### src/rtl/jdp_pkg.sv
package jdp_pkg;
  localparam int DW    = 32;
  localparam int REQ_W = DW + 3;

  localparam logic [3:0] IR_ABORT  = 4'h8;
  localparam logic [3:0] IR_DPACC  = 4'hA;
  localparam logic [3:0] IR_APACC  = 4'hB;
  localparam logic [3:0] IR_IDCODE = 4'hE;

  localparam logic [2:0] ACK_OK   = 3'b010;
  localparam logic [2:0] ACK_WAIT = 3'b001;

  localparam int CS_ORUNDET = 0;
  localparam int CS_STKORUN = 1;
  localparam int CS_STKERR  = 5;
  localparam int CS_DBGREQ  = 28;

  typedef enum logic [1:0] {
    DPR_ZERO = 2'd0,
    DPR_CTRL = 2'd1,
    DPR_SEL  = 2'd2,
    DPR_RBUF = 2'd3
  } dp_reg_e;

  typedef struct packed {
    logic [DW-1:0] data;
    logic [1:0]    a;
    logic          rnw;
  } dp_req_t;
endpackage

### src/rtl/jdp_scan.sv
module jdp_scan import jdp_pkg::*; #(
  parameter logic [DW-1:0] IDCODE_VAL = 32'h4A7D_0E3B
) (
  input  logic             clk,
  input  logic             rst,
  input  logic [3:0]       ir,
  input  logic             capture,
  input  logic             shift,
  input  logic             tdi,
  input  logic [REQ_W-1:0] cap_word,
  output logic [REQ_W-1:0] sr_o,
  output logic             tdo
);
  logic [REQ_W-1:0] sr;

  always_ff @(posedge clk) begin
    if (rst) begin
      sr <= '0;
    end else if (capture) begin
      unique case (ir)
        IR_IDCODE:                    sr <= {3'b000, IDCODE_VAL};
        IR_DPACC, IR_APACC, IR_ABORT: sr <= cap_word;
        default:                      sr <= '0;
      endcase
    end else if (shift) begin
      unique case (ir)
        IR_IDCODE:                    sr[DW-1:0] <= {tdi, sr[DW-1:1]};
        IR_DPACC, IR_APACC, IR_ABORT: sr <= {tdi, sr[REQ_W-1:1]};
        default:                      sr[0] <= tdi;
      endcase
    end
  end

  assign sr_o = sr;
  assign tdo  = sr[0];
endmodule

### src/rtl/jdp_ctrl.sv
module jdp_ctrl import jdp_pkg::*; #(
  parameter int PWR_DOMAINS = 2
) (
  input  logic          clk,
  input  logic          rst,
  input  logic          wr,
  input  logic [DW-1:0] wdata,
  input  logic          set_orun,
  input  logic          set_err,
  output logic [DW-1:0] ctrl_o
);
  localparam int PWR_BITS = 2 * PWR_DOMAINS;

  logic orun_en, stk_orun, stk_err;
  logic [PWR_BITS-1:0] pwr_bits;

  always_ff @(posedge clk) begin
    if (rst) begin
      orun_en  <= 1'b0;
      stk_orun <= 1'b0;
      stk_err  <= 1'b0;
    end else begin
      if (wr) orun_en <= wdata[CS_ORUNDET];
      stk_orun <= set_orun | (stk_orun & ~(wr & wdata[CS_STKORUN]));
      stk_err  <= set_err  | (stk_err  & ~(wr & wdata[CS_STKERR]));
    end
  end

  for (genvar g = 0; g < PWR_DOMAINS; g++) begin : g_pwr
    logic rq, ak;
    always_ff @(posedge clk) begin
      if (rst) begin
        rq <= 1'b0;
        ak <= 1'b0;
      end else begin
        ak <= rq;
        if (wr) rq <= wdata[CS_DBGREQ + 2*g];
      end
    end
    assign pwr_bits[2*g]   = rq;
    assign pwr_bits[2*g+1] = ak;
  end

  always_comb begin
    ctrl_o = '0;
    ctrl_o[CS_ORUNDET] = orun_en;
    ctrl_o[CS_STKORUN] = stk_orun;
    ctrl_o[CS_STKERR]  = stk_err;
    ctrl_o[CS_DBGREQ +: PWR_BITS] = pwr_bits;
  end

  logic unused_wdata;
  assign unused_wdata = ^{wdata[27:6], wdata[4:2], wdata[29], wdata[31]};
endmodule

### src/rtl/jdp_apif.sv
module jdp_apif import jdp_pkg::*; #(
  parameter int SEL_W = 8,
  parameter int AW    = 8
) (
  input  logic             clk,
  input  logic             rst,
  input  logic             start,
  input  logic             st_write,
  input  logic [SEL_W-1:0] st_sel,
  input  logic [AW-1:0]    st_addr,
  input  logic [DW-1:0]    st_wdata,
  input  logic             abort_i,
  output logic             ap_req,
  output logic             ap_write,
  output logic [SEL_W-1:0] ap_sel,
  output logic [AW-1:0]    ap_addr,
  output logic [DW-1:0]    ap_wdata,
  output logic             ap_abort,
  input  logic             ap_ready,
  input  logic [DW-1:0]    ap_rdata,
  input  logic             ap_err,
  output logic             done_rd,
  output logic             done_err,
  output logic [DW-1:0]    done_data
);
  logic fin;
  assign fin       = ap_req & ap_ready & ~abort_i;
  assign done_rd   = fin & ~ap_write;
  assign done_err  = fin & ap_err;
  assign done_data = ap_rdata;

  always_ff @(posedge clk) begin
    if (rst) begin
      ap_req   <= 1'b0;
      ap_write <= 1'b0;
      ap_sel   <= '0;
      ap_addr  <= '0;
      ap_wdata <= '0;
      ap_abort <= 1'b0;
    end else begin
      ap_abort <= abort_i;
      if (abort_i || fin) begin
        ap_req <= 1'b0;
      end else if (start && !ap_req) begin
        ap_req   <= 1'b1;
        ap_write <= st_write;
        ap_sel   <= st_sel;
        ap_addr  <= st_addr;
        ap_wdata <= st_wdata;
      end
    end
  end
endmodule

### src/rtl/jdp_port.sv
module jdp_port import jdp_pkg::*; #(
  parameter logic [DW-1:0] IDCODE_VAL = 32'h4A7D_0E3B,
  parameter int SEL_W  = 8,
  parameter int BANK_W = 4,
  localparam int AP_AW = BANK_W + 4
) (
  input  logic             clk,
  input  logic             rst,
  input  logic [3:0]       ir,
  input  logic             capture_dr,
  input  logic             shift_dr,
  input  logic             update_dr,
  input  logic             tdi,
  output logic             tdo,
  output logic             ap_req,
  output logic             ap_write,
  output logic [SEL_W-1:0] ap_sel,
  output logic [AP_AW-1:0] ap_addr,
  output logic [DW-1:0]    ap_wdata,
  output logic             ap_abort,
  input  logic             ap_ready,
  input  logic [DW-1:0]    ap_rdata,
  input  logic             ap_err
);
  logic [REQ_W-1:0] sr;
  dp_req_t          req;
  logic             wait_q;
  logic [DW-1:0]    ctrl_q, rdbuf_q, sel_word, dp_rdata, done_data;
  logic [SEL_W-1:0] sel_ap_q;
  logic [BANK_W-1:0] sel_bank_q;
  logic is_acc, upd_acc, accept, dp_go, ap_go, abort_go;
  logic ctrl_wr, sel_wr, set_orun, done_rd, done_err, busy;

  assign req     = dp_req_t'(sr);
  assign busy    = ap_req;
  assign is_acc  = (ir == IR_DPACC) || (ir == IR_APACC);
  assign upd_acc = update_dr && is_acc;
  assign accept  = upd_acc && !wait_q;
  assign dp_go   = accept && (ir == IR_DPACC);
  assign ap_go   = accept && (ir == IR_APACC) && !ctrl_q[CS_STKERR];
  assign abort_go = update_dr && (ir == IR_ABORT) && req.data[0];
  assign set_orun = upd_acc && wait_q && ctrl_q[CS_ORUNDET];
  assign ctrl_wr = dp_go && !req.rnw && (dp_reg_e'(req.a) == DPR_CTRL);
  assign sel_wr  = dp_go && !req.rnw && (dp_reg_e'(req.a) == DPR_SEL);

  always_comb begin
    sel_word = '0;
    sel_word[DW-1 -: SEL_W]  = sel_ap_q;
    sel_word[4 +: BANK_W]    = sel_bank_q;
  end

  always_comb begin
    unique case (dp_reg_e'(req.a))
      DPR_CTRL: dp_rdata = ctrl_q;
      DPR_SEL:  dp_rdata = sel_word;
      DPR_RBUF: dp_rdata = rdbuf_q;
      default:  dp_rdata = '0;
    endcase
  end

  always_ff @(posedge clk) begin
    if (rst) begin
      wait_q     <= 1'b0;
      sel_ap_q   <= '0;
      sel_bank_q <= '0;
      rdbuf_q    <= '0;
    end else begin
      if (capture_dr) wait_q <= is_acc && busy;
      if (sel_wr) begin
        sel_ap_q   <= req.data[DW-1 -: SEL_W];
        sel_bank_q <= req.data[4 +: BANK_W];
      end
      if (dp_go && req.rnw) rdbuf_q <= dp_rdata;
      else if (done_rd)     rdbuf_q <= done_data;
    end
  end

  jdp_scan #(.IDCODE_VAL(IDCODE_VAL)) u_scan (
    .clk(clk), .rst(rst), .ir(ir), .capture(capture_dr), .shift(shift_dr),
    .tdi(tdi), .cap_word({rdbuf_q, busy ? ACK_WAIT : ACK_OK}),
    .sr_o(sr), .tdo(tdo)
  );

  jdp_ctrl #(.PWR_DOMAINS(2)) u_ctrl (
    .clk(clk), .rst(rst), .wr(ctrl_wr), .wdata(req.data),
    .set_orun(set_orun), .set_err(done_err), .ctrl_o(ctrl_q)
  );

  jdp_apif #(.SEL_W(SEL_W), .AW(AP_AW)) u_ap (
    .clk(clk), .rst(rst), .start(ap_go), .st_write(!req.rnw),
    .st_sel(sel_ap_q), .st_addr({sel_bank_q, req.a, 2'b00}),
    .st_wdata(req.data), .abort_i(abort_go),
    .ap_req(ap_req), .ap_write(ap_write), .ap_sel(ap_sel),
    .ap_addr(ap_addr), .ap_wdata(ap_wdata), .ap_abort(ap_abort),
    .ap_ready(ap_ready), .ap_rdata(ap_rdata), .ap_err(ap_err),
    .done_rd(done_rd), .done_err(done_err), .done_data(done_data)
  );
endmodule

### config.mk
export PLATFORM = sky130hd
export DESIGN_NAME = jdp_port
export DESIGN_NICKNAME = d
export VERILOG_FILES = /design/src/rtl/jdp_pkg.sv /design/src/rtl/jdp_scan.sv /design/src/rtl/jdp_ctrl.sv /design/src/rtl/jdp_apif.sv /design/src/rtl/jdp_port.sv
export SDC_FILE = /design/constraint.sdc
export NUM_CORES = 1
export LEC_CHECK = 0
export BUFFER_PORTS_ARGS = -buffer_cell sky130_fd_sc_hd__buf_4
export CAP_MARGIN = 30
export CORE_MARGIN = 4
export CORE_UTILIZATION = 60
export CTS_BUF_LIST = sky130_fd_sc_hd__clkbuf_16
export CTS_CLUSTER_SIZE = 40
export DETAILED_ROUTE_END_ITERATION = 16
export PLACE_DENSITY = 0.95
export SLEW_MARGIN = 20
export SYNTH_ARGS = -nofsm -noshare
export SYNTH_HDL_FRONTEND = slang
export SYNTH_SLANG_ARGS = --single-unit
### constraint.sdc
create_clock -name clk -period 3.6 [get_ports clk]
set_clock_uncertainty 0.2 [all_clocks]
set_input_delay 0.18 -clock clk [delete_from_list [all_inputs] [get_ports clk]]
set_output_delay 0.18 -clock clk [all_outputs]
set_load 0.05 [all_outputs]
## Yosys cells after proc, flatten, opt, wreduce, memory -nomap -nowiden

Index checks and enable logic that the tools add are counted.

| word-level totals | value |
|---|---|
| bits in registers | 136 |
| ROM bits | 0 |
| RAM bits | 0 |
| output and inout bits | 52 |
| latch bits | 0 |
| memories | 0 |
| word-level logic and storage cells | 85 |

| operators by class | value |
|---|---|
| bitwise operators | 15 |
| div/mod/pow operators | 0 |
| magnitude comparators | 0 |
| muxes and demuxes | 10 |
| shifts and indexed selects | 0 |
| add/sub/neg operators | 0 |
| multipliers | 0 |
| reduce and logical (&&, ||, !) cells | 32 |
| equal/unequal tests | 8 |

Operators by type and width:

| cell | number |
|---|---|
| 32-bit case mux with 3 select lines | 1 |
| 35-bit two-way mux | 2 |
| 35-bit case mux with 2 select lines | 1 |
| 32-bit two-way mux | 2 |
| 31-bit case mux with 2 select lines | 1 |
| 4-bit == test (second input constant) | 4 |
| 1-bit logical AND | 15 |
| 1-bit bitwise AND | 8 |
| 2-bit AND reduction | 4 |
| 2-bit nonzero test | 3 |
| 1-bit NOT | 5 |
| 2-bit == test (second input constant) | 2 |
| 1-bit logical NOT | 4 |
| 4-bit OR reduction | 1 |
| 3-bit two-way mux | 1 |
| 3-bit nonzero test | 1 |
| 3-bit OR reduction | 1 |
| 2-bit by 1-bit == test with 1-bit output (second input constant) | 1 |
| 1-bit logical OR | 2 |
| 2-bit two-way mux | 1 |
| 2-bit inequality test (second input constant) | 1 |
| 1-bit bitwise OR | 2 |
| 2-bit OR reduction | 1 |
| 1-bit two-way mux | 1 |

## Longest topological paths before layout

Gate-level depths: netlist of run 1.

| depth | value |
|---|---|
| word-level depth | 11 |
| mapped depth | 8 |

## Hierarchy

A second synthesis of run 1 with hierarchy kept.

| second synthesis, totals | value |
|---|---|
| cell total of the unflattened synthesis | 822 |
| area, all modules | 7240.7 sq um |

Modules (own cells, without submodules):

| module | area an instance (sq um) | instances | cells an instance |
|---|---|---|---|
| jdp_apif | 2494.9 | 1 | 254 |
| jdp_port | 2278.4 | 1 | 287 |
| jdp_scan | 1985.7 | 1 | 226 |
| jdp_ctrl | 481.7 | 1 | 55 |

## Worst setup path before layout of run 1

Ideal clock, no wire load.

| path | value |
|---|---|
| path type | flip-flop to flip-flop |
| start | register u_scan.sr[0], in the netlist u_scan.sr_o[0] |
| end | register rdbuf_q[0] |
| library setup time | 0.134 ns |
| clock period less this slack | 2.333 ns |
| stages on the path, launching flop included | 8 |
| buffers on the path | 3 |
| slack | 1.267 ns |
| arrival | 1.999 ns |
| data required time | 3.266 ns |
| cell sequence | dfxtp_1 or3b_1 buf_2 nor3_2 buf_2 a21o_1 buf_2 a211oi_1 |

| on the way | value |
|---|---|
| longest elaborated chain between the ends | 3 |
| elaborated cells between the ends (all ways) | 5 |
| those cells by class | eq/ne (1); mux (1); reduce/logical (3) |

RTL lines:

| element | line | RTL |
|---|---|---|
| from (decl) | jdp_scan.sv:14 | `logic [REQ_W-1:0] sr;` |
| from (signal assigned) | jdp_scan.sv:21 | `IR_IDCODE: sr <= {3'b000, IDCODE_VAL};` |
| from (signal assigned) | jdp_scan.sv:22 | `IR_DPACC, IR_APACC, IR_ABORT: sr <= cap_word;` |
| from (signal, indexed assignment) | jdp_scan.sv:27 | `IR_IDCODE: sr[DW-1:0] <= {tdi, sr[DW-1:1]};` |
| 1-bit logical AND (*) | jdp_port.sv:73 | `if (dp_go && req.rnw) rdbuf_q <= dp_rdata;` |
| 2-bit inequality test (no source line) / 2-bit nonzero test (equally long branches) | n/a |  |
| 2-bit AND reduction (no source line) | n/a |  |
| to (signal assigned) | jdp_port.sv:73 |  |
| to (signal assigned) | jdp_port.sv:74 | `else if (done_rd) rdbuf_q <= done_data;` |
| to (decl) | jdp_port.sv:28 | `logic [DW-1:0] ctrl_q, rdbuf_q, sel_word, dp_rdata, done_data;` |

Mark *: on every way between the ends. The rest lies on a longest branch, timed or not.
A chain may end at the register's enable or synchronous reset.

## Final worst setup path of run 1

| path | value |
|---|---|
| start | register u_scan.sr[0], in the netlist u_scan.sr_o[0] |
| end | register rdbuf_q[21] |

The elaborated chain is that of the path after synthesis.

==> impl_results.md, run 1 <==
* Antenna fix cells at 0
* Reg2reg start: u_scan.sr_o[0]$_SDFFE_PP0P_
* Total cell area at the placement stage at 0.00624 mm2
* Critical Path Sink Type: register
* Area growth from synthesis to final layout at 29.9%
* Reg clk slew, reported paths at ~0.06 ns
* Path category of the worst min-delay check: input port to register
* First-pass iteration count of the detailed router at 8
* Endpoint of the lowest-slack register-to-register path: rdbuf_q[21]$_SDFFE_PP0P_
* Placed cell count at just over 800
* Layout fillers at 495
* Vias post-DR at 5,575
* Total global-route track usage at between 30% and 40%
* Unrepaired setup endpoints after global routing: false
* Setup WS post-layout at 0.954 ns
* Count of cells resized by post-cts repair at 0
* Final Setup Violations at 0
* Global-route wire length before repair at 26,900 um
* Remaining max-slew budget at the tightest pin at between 40 and 50%
* Port Buffers at 93
* Number of setup buffers added after CTS at 0
* Pins Over Slew Limit at 0
* Number of sinks handled by clock tree synthesis at around 140
* Placed wire-length estimate after detailed placement at 10,300 um
* Yosys warnings at 0
* Yosys top cell by area: sky130_fd_sc_hd__dfxtp_1
* Number of instances in the synthesized netlist at approximately 650
* Htree depth at 4
* Routability-driven placement congestion ratio at approximately 0.97
* Antenna violation net count after detailed routing at 0
* Initial drt markers at roughly 900
* Overall die height at 104 um
* Post-Synthesis Mean Instance Area at approximately 8.5 um2
* Synthesized area at around 0.0056 mm2
* Number of vias per cell at roughly 6.3
* CTS Buf Count at 17
* Routed WL per cell at 18.7 um
* CP startpoint kind: register
* Xor and xnor fraction of the mapped netlist area at 0%
* End point of the most critical hold path: u_ap.ap_abort$_SDFF_PP0_
* Power Total at roughly 3.4 mW
* Final critical path time including I/O delays and setup at between 2 and 3 ns
* Logic gate share of total power at between 7 and 8%
* Portion of synthesized cell area occupied by the leading cell type at around 49%
* Initial core utilization at around 63%
* Category of the most critical setup path: register to register
* CP max FO at 25
* Largest net degree at the start of global routing at 81
* Area of the multi-input gates at roughly 0.0026 mm2
* VDD IR max at roughly 0.32 mV
* PD cells at approximately 480 mW/mm2
* Hold path start: ir[2]
* Worst hold slack after final layout at ~0.038 ns
* Core footprint at between 0.008 and 0.009 mm2
* Top cells by area, synth: sky130_fd_sc_hd__dfxtp_1 49%, sky130_fd_sc_hd__nand2_1 8.6%, sky130_fd_sc_hd__a21oi_1 5.8%, sky130_fd_sc_hd__nor2_1 4.6%, sky130_fd_sc_hd__a22o_1 3.6%
* Fraction of registers with async set/reset at 0%
* Data arrival time of the worst path at around 2.8 ns
* Fraction of final layout cells with drive strength greater than 1 at a little under a fifth
* Worst setup slack for register-to-register paths at between 0.9 and 1 ns
* Count of placed standard cells in the final layout, fillers left out at approximately 890
* Final wirelength at 16,500 um
* Fraction of power spent switching nets at between 20 and 25%
* Root buffer cell: sky130_fd_sc_hd__clkbuf_16
* Share of the clock period used by the worst path at approximately 74%
* P_sw at around 0.86 mW
* Post-synthesis share of cell area spent on full adders, half adders and majority gates at 0.674%
* Max cap viols at 0
* Number of endpoints with negative hold slack in the final report at 0
* Sum Neg Setup Slack at 0 ns
* Power share of the clock group at a little under half
* Depth of the worst register-to-register path at 5
* Number of enable flip-flop cells after synthesis at 0
* Mux cell area share after synthesis at under 10%
* Result of the run: completed
* Slew at the pin with the worst max-slew slack at 0.827 ns
* TritonCTS clock tree: yes
* Post-route core utilization at about four fifths
* Insertion delay of the later-clocked pin in the worst-skew pair at about 0.42 ns
* Hold bufs inserted after CTS at between 40 and 50
* Combinational family with the most area after synthesis: compound AO/OA/AOI/OAI gates
* Peak clock frequency supported by timing at around 380 MHz
* Total non-filler cell area in the finished layout at 0.00723 mm2
* Floorplan die area at approximately 0.011 mm2
* Leakage power figure at around 2.7 nW
* Register area share after synthesis at between 40 and 50%
* Count of unique library cells instantiated by Yosys at 49
* Prevailing post-synth register cell: sky130_fd_sc_hd__dfxtp_1
* Area share of and/or/nand/nor cells after synthesis at between 20% and 30%
* Internal power at about 2.6 mW
* Final #Nets at 812
* Maximum clock path buffer count at 2
* Drt drc at 0
* Data required time of the critical path at ~3.8 ns
* Sequential cell fraction of total power at between 40 and 50%
* Num rows at 34
* Global-route congestion overflow total at 0
* Boundary pin count at 96
* Initial antenna violation count at 0
* Storage element area at 0.00272 mm2
* Via count of the first global-routing pass at 5,099
* Die width at around 100 um
* Area fraction in compound gates after synthesis at 21.9%
* Instance count along the most critical hold path at 4
* Placement-stage worst setup slack at between 1 and 1.5 ns
* Register bit total from synthesis at around 140
[registers in the layout, summed over array words and instances, names as in the netlist, 2 cells and up]
register and flops:
u_ap.ap_wdata 32, sel_ap_q 8, u_ap.ap_sel 8, rdbuf_q 32, u_ap.ap_addr 6, u_ctrl.g_pwr.ak 2, u_scan.sr_o 35, u_ctrl.g_pwr.rq 2
sel_bank_q 4
[cells by family after synthesis]
family                   after synthesis
flip-flops                           136
multiplexers                          15
adder cells (fa/ha/maj)                3
buffers and inverters                 66
other                                  1
AND/OR/NAND/NOR                      260
AO/OA/AOI/OAI                        172
[per-layer routing]
| metal | wire [um] | part of all wire (%) | global-route usage [%] |
|---|---|---|---|
| met1 | 6910 | 42 | 42.9 |
| met2 | 7460 | 45 | 46.1 |
| met3 | 1810 | 11 | 6.52 |
| met4 | 362 | 2.2 | 10.2 |
| met5 | 0 | 0 | 0 |
[power by group through the flow]
stage / sequential (mW) / clock [mW] / combinational [mW]
6_report: 1.57 / 1.63 / 0.251
5_1_grt: 1.57 / 1.70 / 0.268
4_1_cts: 1.57 / 1.62 / 0.243
3_5_place_dp: 1.60 / 0 / 0.204
3_3_place_gp: 1.60 / 0 / 0.198
2_1_floorplan: 1.60 / 0 / 0.128
[how the worst max path moves through the flow]
stage                                 from                        to  slack (ns)  cells after the start
2_1_floorplan  u_scan.sr_o[0]$_SDFFE_PP0P_   rdbuf_q[0]$_SDFFE_PP0P_        1.27                      7
3_3_place_gp   u_scan.sr_o[0]$_SDFFE_PP0P_  rdbuf_q[17]$_SDFFE_PP0P_        1.14                      5
3_5_place_dp   u_scan.sr_o[0]$_SDFFE_PP0P_  rdbuf_q[22]$_SDFFE_PP0P_        1.08                      5
4_1_cts        u_scan.sr_o[0]$_SDFFE_PP0P_  rdbuf_q[22]$_SDFFE_PP0P_        1.04                      5
5_1_grt        u_scan.sr_o[0]$_SDFFE_PP0P_  rdbuf_q[17]$_SDFFE_PP0P_        0.87                      5
6_report       u_scan.sr_o[0]$_SDFFE_PP0P_  rdbuf_q[21]$_SDFFE_PP0P_        0.95                      5
[worst max-delay path, cell delays in order (launching register included)]
cell	delay [ns]
sky130_fd_sc_hd__dfxtp_1	0.41
sky130_fd_sc_hd__or3b_1	0.55
sky130_fd_sc_hd__or2_0	0.29
sky130_fd_sc_hd__buf_4	0.23
sky130_fd_sc_hd__a211oi_4	0.66
sky130_fd_sc_hd__a22o_1	0.24
[cell usage after synthesis (4+ instances only)]
cell type                     n
sky130_fd_sc_hd__a21oi_1     64
sky130_fd_sc_hd__nand2_1    128
sky130_fd_sc_hd__clkbuf_1    31
sky130_fd_sc_hd__nor2_1      68
sky130_fd_sc_hd__a21o_1       4
sky130_fd_sc_hd__buf_2       16
sky130_fd_sc_hd__a211oi_1    23
sky130_fd_sc_hd__a22o_1      23
sky130_fd_sc_hd__nor3_1      15
sky130_fd_sc_hd__nand2b_1     5
sky130_fd_sc_hd__mux2i_1     15
sky130_fd_sc_hd__nor2b_1      6
sky130_fd_sc_hd__a311oi_1    11
sky130_fd_sc_hd__a221o_1      5
sky130_fd_sc_hd__dfxtp_1    136
sky130_fd_sc_hd__buf_1        4
sky130_fd_sc_hd__nand4_1      4
sky130_fd_sc_hd__nand3_1     17
sky130_fd_sc_hd__inv_1       10
sky130_fd_sc_hd__a2111oi_0   16
sky130_fd_sc_hd__a22oi_1      5
sky130_fd_sc_hd__o21ai_0      6
[cell usage in the layout (no fill, tap or decap), types with 4 or more instances in the layout]
master / synthesis / final
sky130_fd_sc_hd__nand3_1: 17 / 17
sky130_fd_sc_hd__clkbuf_16: 0 / 17
sky130_fd_sc_hd__a22oi_1: 5 / 5
sky130_fd_sc_hd__a21o_1: 4 / 4
sky130_fd_sc_hd__dfxtp_1: 136 / 136
sky130_fd_sc_hd__a2111oi_0: 16 / 16
sky130_fd_sc_hd__a211oi_1: 23 / 23
sky130_fd_sc_hd__clkinv_4: 0 / 4
sky130_fd_sc_hd__buf_4: 3 / 104
sky130_fd_sc_hd__nor2b_1: 6 / 6
sky130_fd_sc_hd__a22o_1: 23 / 23
sky130_fd_sc_hd__nor3_1: 15 / 15
sky130_fd_sc_hd__a221o_1: 5 / 5
sky130_fd_sc_hd__a311oi_1: 11 / 11
sky130_fd_sc_hd__inv_1: 10 / 10
sky130_fd_sc_hd__dlygate4sd3_1: 0 / 44
sky130_fd_sc_hd__a21oi_1: 64 / 64
sky130_fd_sc_hd__nand2b_1: 5 / 5
sky130_fd_sc_hd__nand4_1: 4 / 4
sky130_fd_sc_hd__o21ai_0: 6 / 6
sky130_fd_sc_hd__nand2_1: 128 / 128
sky130_fd_sc_hd__mux2i_1: 15 / 15
sky130_fd_sc_hd__nor2_1: 68 / 67
[cell type report]
class                   instances  area share [%]
inverters                      10           0.519
clock buffers                  17            5.88
multi-input cells             452            35.4
clock inverters                15            1.77
repair buffers                148            16.9
flip-flops and latches        136            37.7
well taps                     108            1.87
Note: power is estimated with default switching activity, not from simulation.
==> inputs of run 2 (changes only) <==
--- a/config.mk
+++ b/config.mk
@@ -5,14 +5,15 @@
 export SDC_FILE = /design/constraint.sdc
 export NUM_CORES = 1
 export LEC_CHECK = 0
+export ABC_AREA = 1
 export BUFFER_PORTS_ARGS = -buffer_cell sky130_fd_sc_hd__buf_4
 export CAP_MARGIN = 30
 export CORE_MARGIN = 4
-export CORE_UTILIZATION = 60
+export CORE_UTILIZATION = 56
 export CTS_BUF_LIST = sky130_fd_sc_hd__clkbuf_16
 export CTS_CLUSTER_SIZE = 40
 export DETAILED_ROUTE_END_ITERATION = 16
-export PLACE_DENSITY = 0.95
+export PLACE_DENSITY = 0.89
 export SLEW_MARGIN = 20
 export SYNTH_ARGS = -nofsm -noshare
 export SYNTH_HDL_FRONTEND = slang
==> constraint.sdc (replaced) <==
create_clock -name clk -period 2.8 [get_ports clk]
set_clock_uncertainty 0.2 [all_clocks]
set_input_delay 0.14 -clock clk [delete_from_list [all_inputs] [get_ports clk]]
set_output_delay 0.14 -clock clk [all_outputs]
set_load 0.05 [all_outputs]
==> impl_results.md, run 2 <==
* Port Buffers at 93 (unchanged)
* Max cap viols at 0 (unchanged)
* Yosys warnings at 0 (unchanged)
* Core footprint at 0.0104 mm2 (was 0.00889 mm2)
* Slowest cell on crit path: sky130_fd_sc_hd__dlygate4sd3_1 (was sky130_fd_sc_hd__a211oi_4)
* Initial antenna violation count at 0 (unchanged)
* Power share of the clock group at 48.1% (was 47.2%)
* Most common cell in the synthesized netlist: sky130_fd_sc_hd__nand2_1 (was sky130_fd_sc_hd__dfxtp_1)
* Largest net degree at the start of global routing at 75 (was 81)
* Area fraction in compound gates after synthesis at 17.2% (was 21.9%)
* Register area share after synthesis at 45.5% (was 48.9%)
* Register bit total from synthesis at 136 (unchanged)
* Slew at the pin with the worst max-slew slack at 0.769 ns (was 0.827 ns)
* Worst setup path startpoint: ir[2] (was u_scan.sr_o[0]$_SDFFE_PP0P_)
* Antenna violation net count after detailed routing at 0 (unchanged)
* Leakage power figure at 3.21 nW (was 2.75 nW)
* Initial core utilization at 57.7% (was 62.6%)
* Largest stage delay, worst path at 0.57 ns (was 0.66 ns)
* Yosys top cell by area: sky130_fd_sc_hd__dfxtp_1 (unchanged)
* Placed wire-length estimate after detailed placement at 11,300 um (was 10,300 um)
* Number of enable flip-flop cells after synthesis at 0 (unchanged)
* Setup WS post-layout at 0.0669 ns (was 0.954 ns)
* Result of the run: completed (unchanged)
* Commonest cells after routing, fill and taps aside: 164 x sky130_fd_sc_hd__nand2_1, 136 x sky130_fd_sc_hd__dfxtp_1, 117 x sky130_fd_sc_hd__a21oi_1 (was 136 x sky130_fd_sc_hd__dfxtp_1, 128 x sky130_fd_sc_hd__nand2_1, 104 x sky130_fd_sc_hd__buf_4)
* Reg clk slew, reported paths at 0.06 ns (about the same)
* Worst setup slack for register-to-register paths at 0.15 ns (was 0.95 ns)
* Sequential cell fraction of total power at 43.0% (was 45.5%)
* Data arrival time of the worst path at 2.89 ns (was 2.81 ns)
* Root buffer cell: sky130_fd_sc_hd__clkbuf_16 (unchanged)
* P_sw at 1.18 mW (was 0.858 mW)
* Number of instances in the synthesized netlist at 848 (was 653)
* Number of sinks handled by clock tree synthesis at 136 (unchanged)
* Synthesized area at 0.00598 mm2 (was 0.00557 mm2)
* Die width at 111 um (was 104 um)
* Logic depth of the worst setup path including buffers at 8 (was 5)
* Maximum clock path buffer count at 2 (unchanged)
* Path category of the worst min-delay check: input port to register (unchanged)
* Power Total at 4.74 mW (was 3.45 mW)
* Top cells by area, synth: sky130_fd_sc_hd__dfxtp_1 45%, sky130_fd_sc_hd__nand2_1 10%, sky130_fd_sc_hd__a21oi_1 9.9%, sky130_fd_sc_hd__nand3_1 9.2%, sky130_fd_sc_hd__o21ai_0 5.5% (was sky130_fd_sc_hd__dfxtp_1 49%, sky130_fd_sc_hd__nand2_1 8.6%, sky130_fd_sc_hd__a21oi_1 5.8%, sky130_fd_sc_hd__nor2_1 4.6%, sky130_fd_sc_hd__a22o_1 3.6%)
* Number of endpoints with negative hold slack in the final report at 0 (unchanged)
* Internal power at 3.55 mW (was 2.59 mW)
* VDD IR max at 0.371 mV (was 0.316 mV)
* Area growth from synthesis to final layout at 30.2% (was 29.9%)
* Routed WL per cell at 16.6 um (was 18.7 um)
* WP buf/inv at 5 (was 1)
* Placement-stage worst setup slack at 0.610 ns (was 1.08 ns)
* Metal-1 WL at 7390 um (was 6910 um)
* Unrepaired setup endpoints after global routing: false (unchanged)
* Xor and xnor fraction of the mapped netlist area at 0% (unchanged)
* Share of the clock period used by the worst path at 97.6%
* CP startpoint kind: input port (was register)
* Peak clock frequency supported by timing at approximately 370 MHz
* Drt drc at 0 (unchanged)
* Insertion delay of the later-clocked pin in the worst-skew pair at 0.41 ns (was 0.42 ns)
* Count of unique library cells instantiated by Yosys at 28 (was 49)
* Number of setup buffers added after CTS at 0 (unchanged)
* Global-route congestion overflow total at 0 (unchanged)
* Crit path top cell by count: sky130_fd_sc_hd__dlygate4sd3_1
* Global-route wire length before repair at 29,900 um (was 26,900 um)
* Met3 wire length at 2030 um (was 1810 um)
* Post-Synthesis Mean Instance Area at 7.06 um2 (was 8.52 um2)
* Total global-route track usage at 29.5% (was 30.4%)
* Endpoint of the lowest-slack register-to-register path: u_ctrl.stk_err$_SDFF_PP0_ (was rdbuf_q[21]$_SDFFE_PP0P_)
* Overall die height at 111 um (was 104 um)
* Reg2reg start: u_scan.sr_o[3]$_SDFFE_PP0P_ (was u_scan.sr_o[0]$_SDFFE_PP0P_)
* Final Setup Violations at 0 (unchanged)
* Mux cell area share after synthesis at 0.167% (was 2.70%)
* PD cells at 608 mW/mm2 (was 477 mW/mm2)
* CTS Buf Count at 17 (unchanged)
* Fraction of power spent switching nets at 25.0% (was 24.9%)
* Data required time of the critical path at 2.96 ns (was 3.76 ns)
* Fraction of final layout cells with drive strength greater than 1 at 15.4% (was 18.3%)
* TritonCTS clock tree: yes (unchanged)
* Length of routed met2 wiring at 8370 um (was 7460 um)
* Vias post-DR at 6,494 (was 5,575)
* Num rows at 37 (was 34)
* CP max FO at 3 (was 25)
* Boundary pin count at 96 (unchanged)
* Family with the most delay on the worst path: buffers and inverters (was compound AO/OA/AOI/OAI gates)
* Via count of the first global-routing pass at 5,992 (was 5,099)
* Post-synthesis share of cell area spent on full adders, half adders and majority gates at 0.627% (was 0.674%)
* Antenna fix cells at 0 (unchanged)
* Portion of synthesized cell area occupied by the leading cell type at 45.5% (was 48.9%)
* Ordered list of cells on the worst path: dlygate4sd3_1, buf_4, nor2_1, dlygate4sd3_1, nand3_1, dlygate4sd3_1, a21oi_1, dlygate4sd3_1 (was or3b_1, or2_0, buf_4, a211oi_4, a22o_1)
* Hold path start: rst (was ir[2])
* Category of the most critical setup path: input port to register (was register to register)
* Htree depth at 4 (unchanged)
* Remaining max-slew budget at the tightest pin at 48.8% (was 44.6%)
* Final critical path time including I/O delays and setup at ~2.7 ns
* Most common library cell in the layout ignoring fill and taps: sky130_fd_sc_hd__nand2_1 (was sky130_fd_sc_hd__dfxtp_1)
* Final #Nets at 1,007 (was 812)
* Critical path destination: wait_q$_SDFFE_PP0P_ (was rdbuf_q[21]$_SDFFE_PP0P_)
* Depth of the worst register-to-register path at 7 (was 5)
* Number of flip-flops under the largest register name at 35 (unchanged)
* Fraction of registers with async set/reset at 0% (unchanged)
* Number of vias per cell at 5.86 (was 6.29)
* Logic gate share of total power at 8.9% (was 7.3%)
* Critical Path Sink Type: register (unchanged)
* Floorplan die area at 0.0124 mm2 (was 0.0109 mm2)
* Final wirelength at 18,400 um (was 16,500 um)
* Sum Neg Setup Slack at 0 ns (unchanged)
* Routability-driven placement congestion ratio at 0.910 (was 0.965)
* Pins Over Slew Limit at 0 (unchanged)
* Area share of and/or/nand/nor cells after synthesis at 26.6% (was 20.4%)
* Synth top cells by count: 164 x sky130_fd_sc_hd__nand2_1, 136 x sky130_fd_sc_hd__dfxtp_1, 118 x sky130_fd_sc_hd__a21oi_1 (was 136 x sky130_fd_sc_hd__dfxtp_1, 128 x sky130_fd_sc_hd__nand2_1, 68 x sky130_fd_sc_hd__nor2_1)
* First-pass iteration count of the detailed router at 6 (was 8)
* Initial drt markers at 994 (was 895)
* Highest routed layer: met4 (unchanged)
* Combinational family with the most area after synthesis: simple AND/OR/NAND/NOR gates (was compound AO/OA/AOI/OAI gates)
* Prevailing post-synth register cell: sky130_fd_sc_hd__dfxtp_1 (unchanged)
==> run 2: cell count changes after synthesis, sizes merged, moves of 25 or more <==
cell,previous run,this run
a21oi,64,118
a211oi,25,0
inv,10,74
o21ai,6,67
nand2,128,165
nand3,17,111
==> run 2: worst reg2reg max path: cells and delay by family, from the launching register on <==
kind / cells / cell delay (ns)
simple gates: 3 / 0.56
compound gates: 1 / 0.06
flops: 1 / 0.44
buf+inv: 3 / 1.29
==> run 2: cell type report <==
cell class              instances  area [um2]
well taps                     136         170
inverters                      78         293
flip-flops and latches        136        2720
clock inverters                15         178
multi-input cells             569        2690
clock buffers                  17         425
fillers                       724        2580
repair buffers                158        1310
==> run 2: repair_timing <==
action / CTS / global route
endpoints found under the setup margin: 0 / 1
hold endpoints to repair: 39 / 0
hold buffers: 45 / 0
resized for setup: 0 / 1
==> run 2: metal layers <==
| metal | track usage, % | vias up |
|---|---|---|
| li1 | - | 3026 |
| met5 | 0 | - |
| met3 | 7.72 | 73 |
| met1 | 39.1 | 2934 |
| met4 | 12.2 | 0 |
| met2 | 46.0 | 461 |
==> run 2: per-stage QoR <==
| stage | util [%] | std cells | cell area, um2 | hold slack (ns) |
|---|---|---|---|---|
| floorplan | - | 849 | 5990 | 0.0982 |
| global placement | 65.0 | 1032 | 6740 | 0.226 |
| detailed placement | 65.0 | 1032 | 6740 | 0.227 |
| CTS | 75.1 | 1109 | 7790 | 0.00644 |
| global route | 75.2 | 1109 | 7790 | 0.0379 |
| finish | 75.2 | 1109 | 7790 | 0.0158 |
==> run 2: worst min-delay path by stage <==
stage / to / slack, ns / cells past startpoint
3_5_place_dp: rdbuf_q[15]$_SDFFE_PP0P_ / 0.23 / 3
6_report: rdbuf_q[31]$_SDFFE_PP0P_ / 0.02 / 4
4_1_cts: rdbuf_q[6]$_SDFFE_PP0P_ / 0.006 / 7
5_1_grt: rdbuf_q[6]$_SDFFE_PP0P_ / 0.04 / 7
2_1_floorplan: wait_q$_SDFFE_PP0P_ / 0.1 / 2
3_3_place_gp: rdbuf_q[11]$_SDFFE_PP0P_ / 0.23 / 3
==> run 2: power by group through the flow <==
stage               logic [mW]  registers, mW  clock network, mW
finish                   0.421           2.04               2.28
CTS                      0.405           2.03               2.28
global placement         0.344           2.07                  0
global route             0.457           2.04               2.38
detailed placement       0.349           2.07                  0
floorplan                0.224           2.07                  0
==> run 2: cell families after synthesis <==
group	Yosys count
AOI/OAI and AO/OA	199
DFF	136
adders and majority gates	3
muxes	1
other	1
buffers and inverters	144
and+or+nand+nor	364
==> inputs of run 3 (changes only) <==
--- a/config.mk
+++ b/config.mk
@@ -13,7 +13,7 @@
 export CTS_BUF_LIST = sky130_fd_sc_hd__clkbuf_16
 export CTS_CLUSTER_SIZE = 40
 export DETAILED_ROUTE_END_ITERATION = 16
-export PLACE_DENSITY = 0.89
+export PLACE_DENSITY_LB_ADDON = 0.05
 export SLEW_MARGIN = 20
 export SYNTH_ARGS = -nofsm -noshare
 export SYNTH_HDL_FRONTEND = slang
==> impl_results.md, run 3 (same netlist as run 2, synthesis figures left out) <==
* Critical Path Sink Type: register (unchanged)
* Antenna fix cells at 0 (unchanged)
* Count of placed standard cells in the final layout, fillers left out at 1,106 (was 1,109)
* Die width at 111 um (unchanged)
* Core footprint at 0.0104 mm2 (unchanged)
* CTS Buf Count at 17 (unchanged)
* Root buffer cell: sky130_fd_sc_hd__clkbuf_16 (unchanged)
* Global-route congestion overflow total at 0 (unchanged)
* Final critical path time including I/O delays and setup at 2.65 ns (was 2.73 ns)
* Drt drc at 0 (unchanged)
* Pins Over Slew Limit at 0 (unchanged)
* CP startpoint kind: input port (unchanged)
* Antenna violation net count after detailed routing at 0 (unchanged)
* Initial antenna violation count at 0 (unchanged)
* Port Buffers at 93 (unchanged)
* Placement-stage worst setup slack at 0.492 ns (was 0.610 ns)
* Leakage power figure at 3.19 nW (was 3.21 nW)
* Fraction of final layout cells with drive strength greater than 1 at 15.1% (was 15.4%)
* Number of setup buffers added after CTS at 0 (unchanged)
* Floorplan die area at 0.0124 mm2 (unchanged)
* Number of flip-flops under the largest register name at 35 (unchanged)
* Largest net degree at the start of global routing at 75 (unchanged)
* Sum Neg Setup Slack at 0 ns (unchanged)
* Initial drt markers at 747 (was 994)
* Number of vias per cell at 5.68 (was 5.86)
* Final #Nets at 1,006 (was 1,007)
* Num rows at 37 (unchanged)
* Number of endpoints with negative hold slack in the final report at 0 (unchanged)
* Vias post-DR at 6,282 (was 6,494)
* Insertion delay of the later-clocked pin in the worst-skew pair at 0.41 ns (about the same)
* CP max FO at 3 (unchanged)
* Slew at the pin with the worst max-slew slack at 0.771 ns (was 0.769 ns)
* Overall die height at 111 um (unchanged)
* Data required time of the critical path at 2.95 ns (was 2.96 ns)
* First-pass iteration count of the detailed router at 6 (unchanged)
* Share of the clock period used by the worst path at 94.7% (was 97.6%)
* Peak clock frequency supported by timing at 377 MHz (was 366 MHz)
* Number of sinks handled by clock tree synthesis at 136 (unchanged)
* Final wirelength at 17,900 um (was 18,400 um)
* Setup WS post-layout at 0.148 ns (was 0.0669 ns)
* Final Setup Violations at 0 (unchanged)
* Worst hold slack after final layout at 0.0262 ns (was 0.0158 ns)
* Placed cell count at 1,032 (unchanged)
* Total non-filler cell area in the finished layout at 0.00771 mm2 (was 0.00779 mm2)
* Boundary pin count at 96 (unchanged)
* Path category of the worst min-delay check: input port to register (unchanged)
* Total global-route track usage at 29.2% (was 29.5%)
* Placed wire-length estimate after detailed placement at 11,700 um (was 11,300 um)
* Total cell area at the placement stage at 0.00672 mm2 (was 0.00674 mm2)
* PD cells at 587 mW/mm2 (was 608 mW/mm2)
* Maximum clock path buffer count at 2 (unchanged)
* TritonCTS clock tree: yes (unchanged)
* Htree depth at 4 (unchanged)
* Most common library cell in the layout ignoring fill and taps: sky130_fd_sc_hd__nand2_1 (unchanged)
* Result of the run: completed (unchanged)
* Commonest cells after routing, fill and taps aside: 164 x sky130_fd_sc_hd__nand2_1, 136 x sky130_fd_sc_hd__dfxtp_1, 118 x sky130_fd_sc_hd__a21oi_1 (was 164 x sky130_fd_sc_hd__nand2_1, 136 x sky130_fd_sc_hd__dfxtp_1, 117 x sky130_fd_sc_hd__a21oi_1)
* Max cap viols at 0 (unchanged)
* Routed WL per cell at 16.2 um (was 16.6 um)
* Area growth from synthesis to final layout at 28.8% (was 30.2%)
* Layout fillers at 814 (was 724)
* Unrepaired setup endpoints after global routing: false (unchanged)
* Reg clk slew, reported paths at 0.06 ns (about the same)
* Via count of the first global-routing pass at 5,869 (was 5,992)
* Routability-driven placement congestion ratio at 0.946 (was 0.910)
* Global-route wire length before repair at 29,700 um (was 29,900 um)
* VDD IR max at 0.316 mV (was 0.371 mV)
* Data arrival time of the worst path at 2.80 ns (was 2.89 ns)
* Category of the most critical setup path: input port to register (unchanged)
* Remaining max-slew budget at the tightest pin at 48.6% (was 48.8%)
* Initial core utilization at 57.7% (unchanged)
[run 3: report_power, final]
group          internal, mW  switching, mW  leakage, nW
clock network          1.28          0.795        0.281
logic                 0.157          0.249         1.80
registers              1.98         0.0584         1.10
total                  3.42           1.10         3.19
[run 3: worst max-delay path, stage by stage]
cell and delay (ns):
sky130_fd_sc_hd__dlygate4sd3_1 0.54, sky130_fd_sc_hd__buf_4 0.14, sky130_fd_sc_hd__nor2_1 0.12, sky130_fd_sc_hd__dlygate4sd3_1 0.56, sky130_fd_sc_hd__nand3_1 0.05, sky130_fd_sc_hd__dlygate4sd3_1 0.55
sky130_fd_sc_hd__a21oi_1 0.13, sky130_fd_sc_hd__dlygate4sd3_1 0.56
[run 3: layout make-up]
class                   count  area, um2  share of cell area (%)
repair buffers            157       1290                    16.7
clock buffers              17        425                    5.52
flip-flops and latches    136       2720                    35.3
multi-input cells         569       2690                    34.9
well taps                 136        170                    2.21
inverters                  78        293                    3.80
clock inverters            13        118                    1.53
[run 3: worst paths after layout]
path / start / end / slack (ns) / cells after the start
max: ir[2] / wait_q$_SDFFE_PP0P_ / 0.15 / 8
min: ap_rdata[24] / rdbuf_q[24]$_SDFFE_PP0P_ / 0.03 / 7
max reg2reg: u_scan.sr_o[3]$_SDFFE_PP0P_ / u_ctrl.stk_err$_SDFF_PP0_ / 0.25 / 7
min reg2reg: u_ctrl.g_pwr[0].rq$_SDFFE_PP0N_ / u_ctrl.g_pwr[0].ak$_SDFF_PP0_ / 0.25 / 2
[run 3: through the flow]
stage | power, mW | utilization, %
global route | 4.68 | 74.3
floorplan | 2.29 | -
CTS | 4.51 | 74.3
global placement | 2.42 | 64.8
detailed placement | 2.43 | 64.8
finish | 4.52 | 74.3
[run 3: layer usage]
metal,share of wire [%],vias up,GRT usage (%),wire [um]
met4,2.4,0,9.33,436
met1,43,2862,41.3,7750
met5,0,-,0,0
met3,9.9,54,7.01,1770
li1,-,3034,-,-
met2,44,332,44.2,7960
[run 3: timing repair]
item / in CTS / in global routing
resized for setup: 0 / 0
endpoints found under the hold margin: 39 / 0
hold buffers: 44 / 0
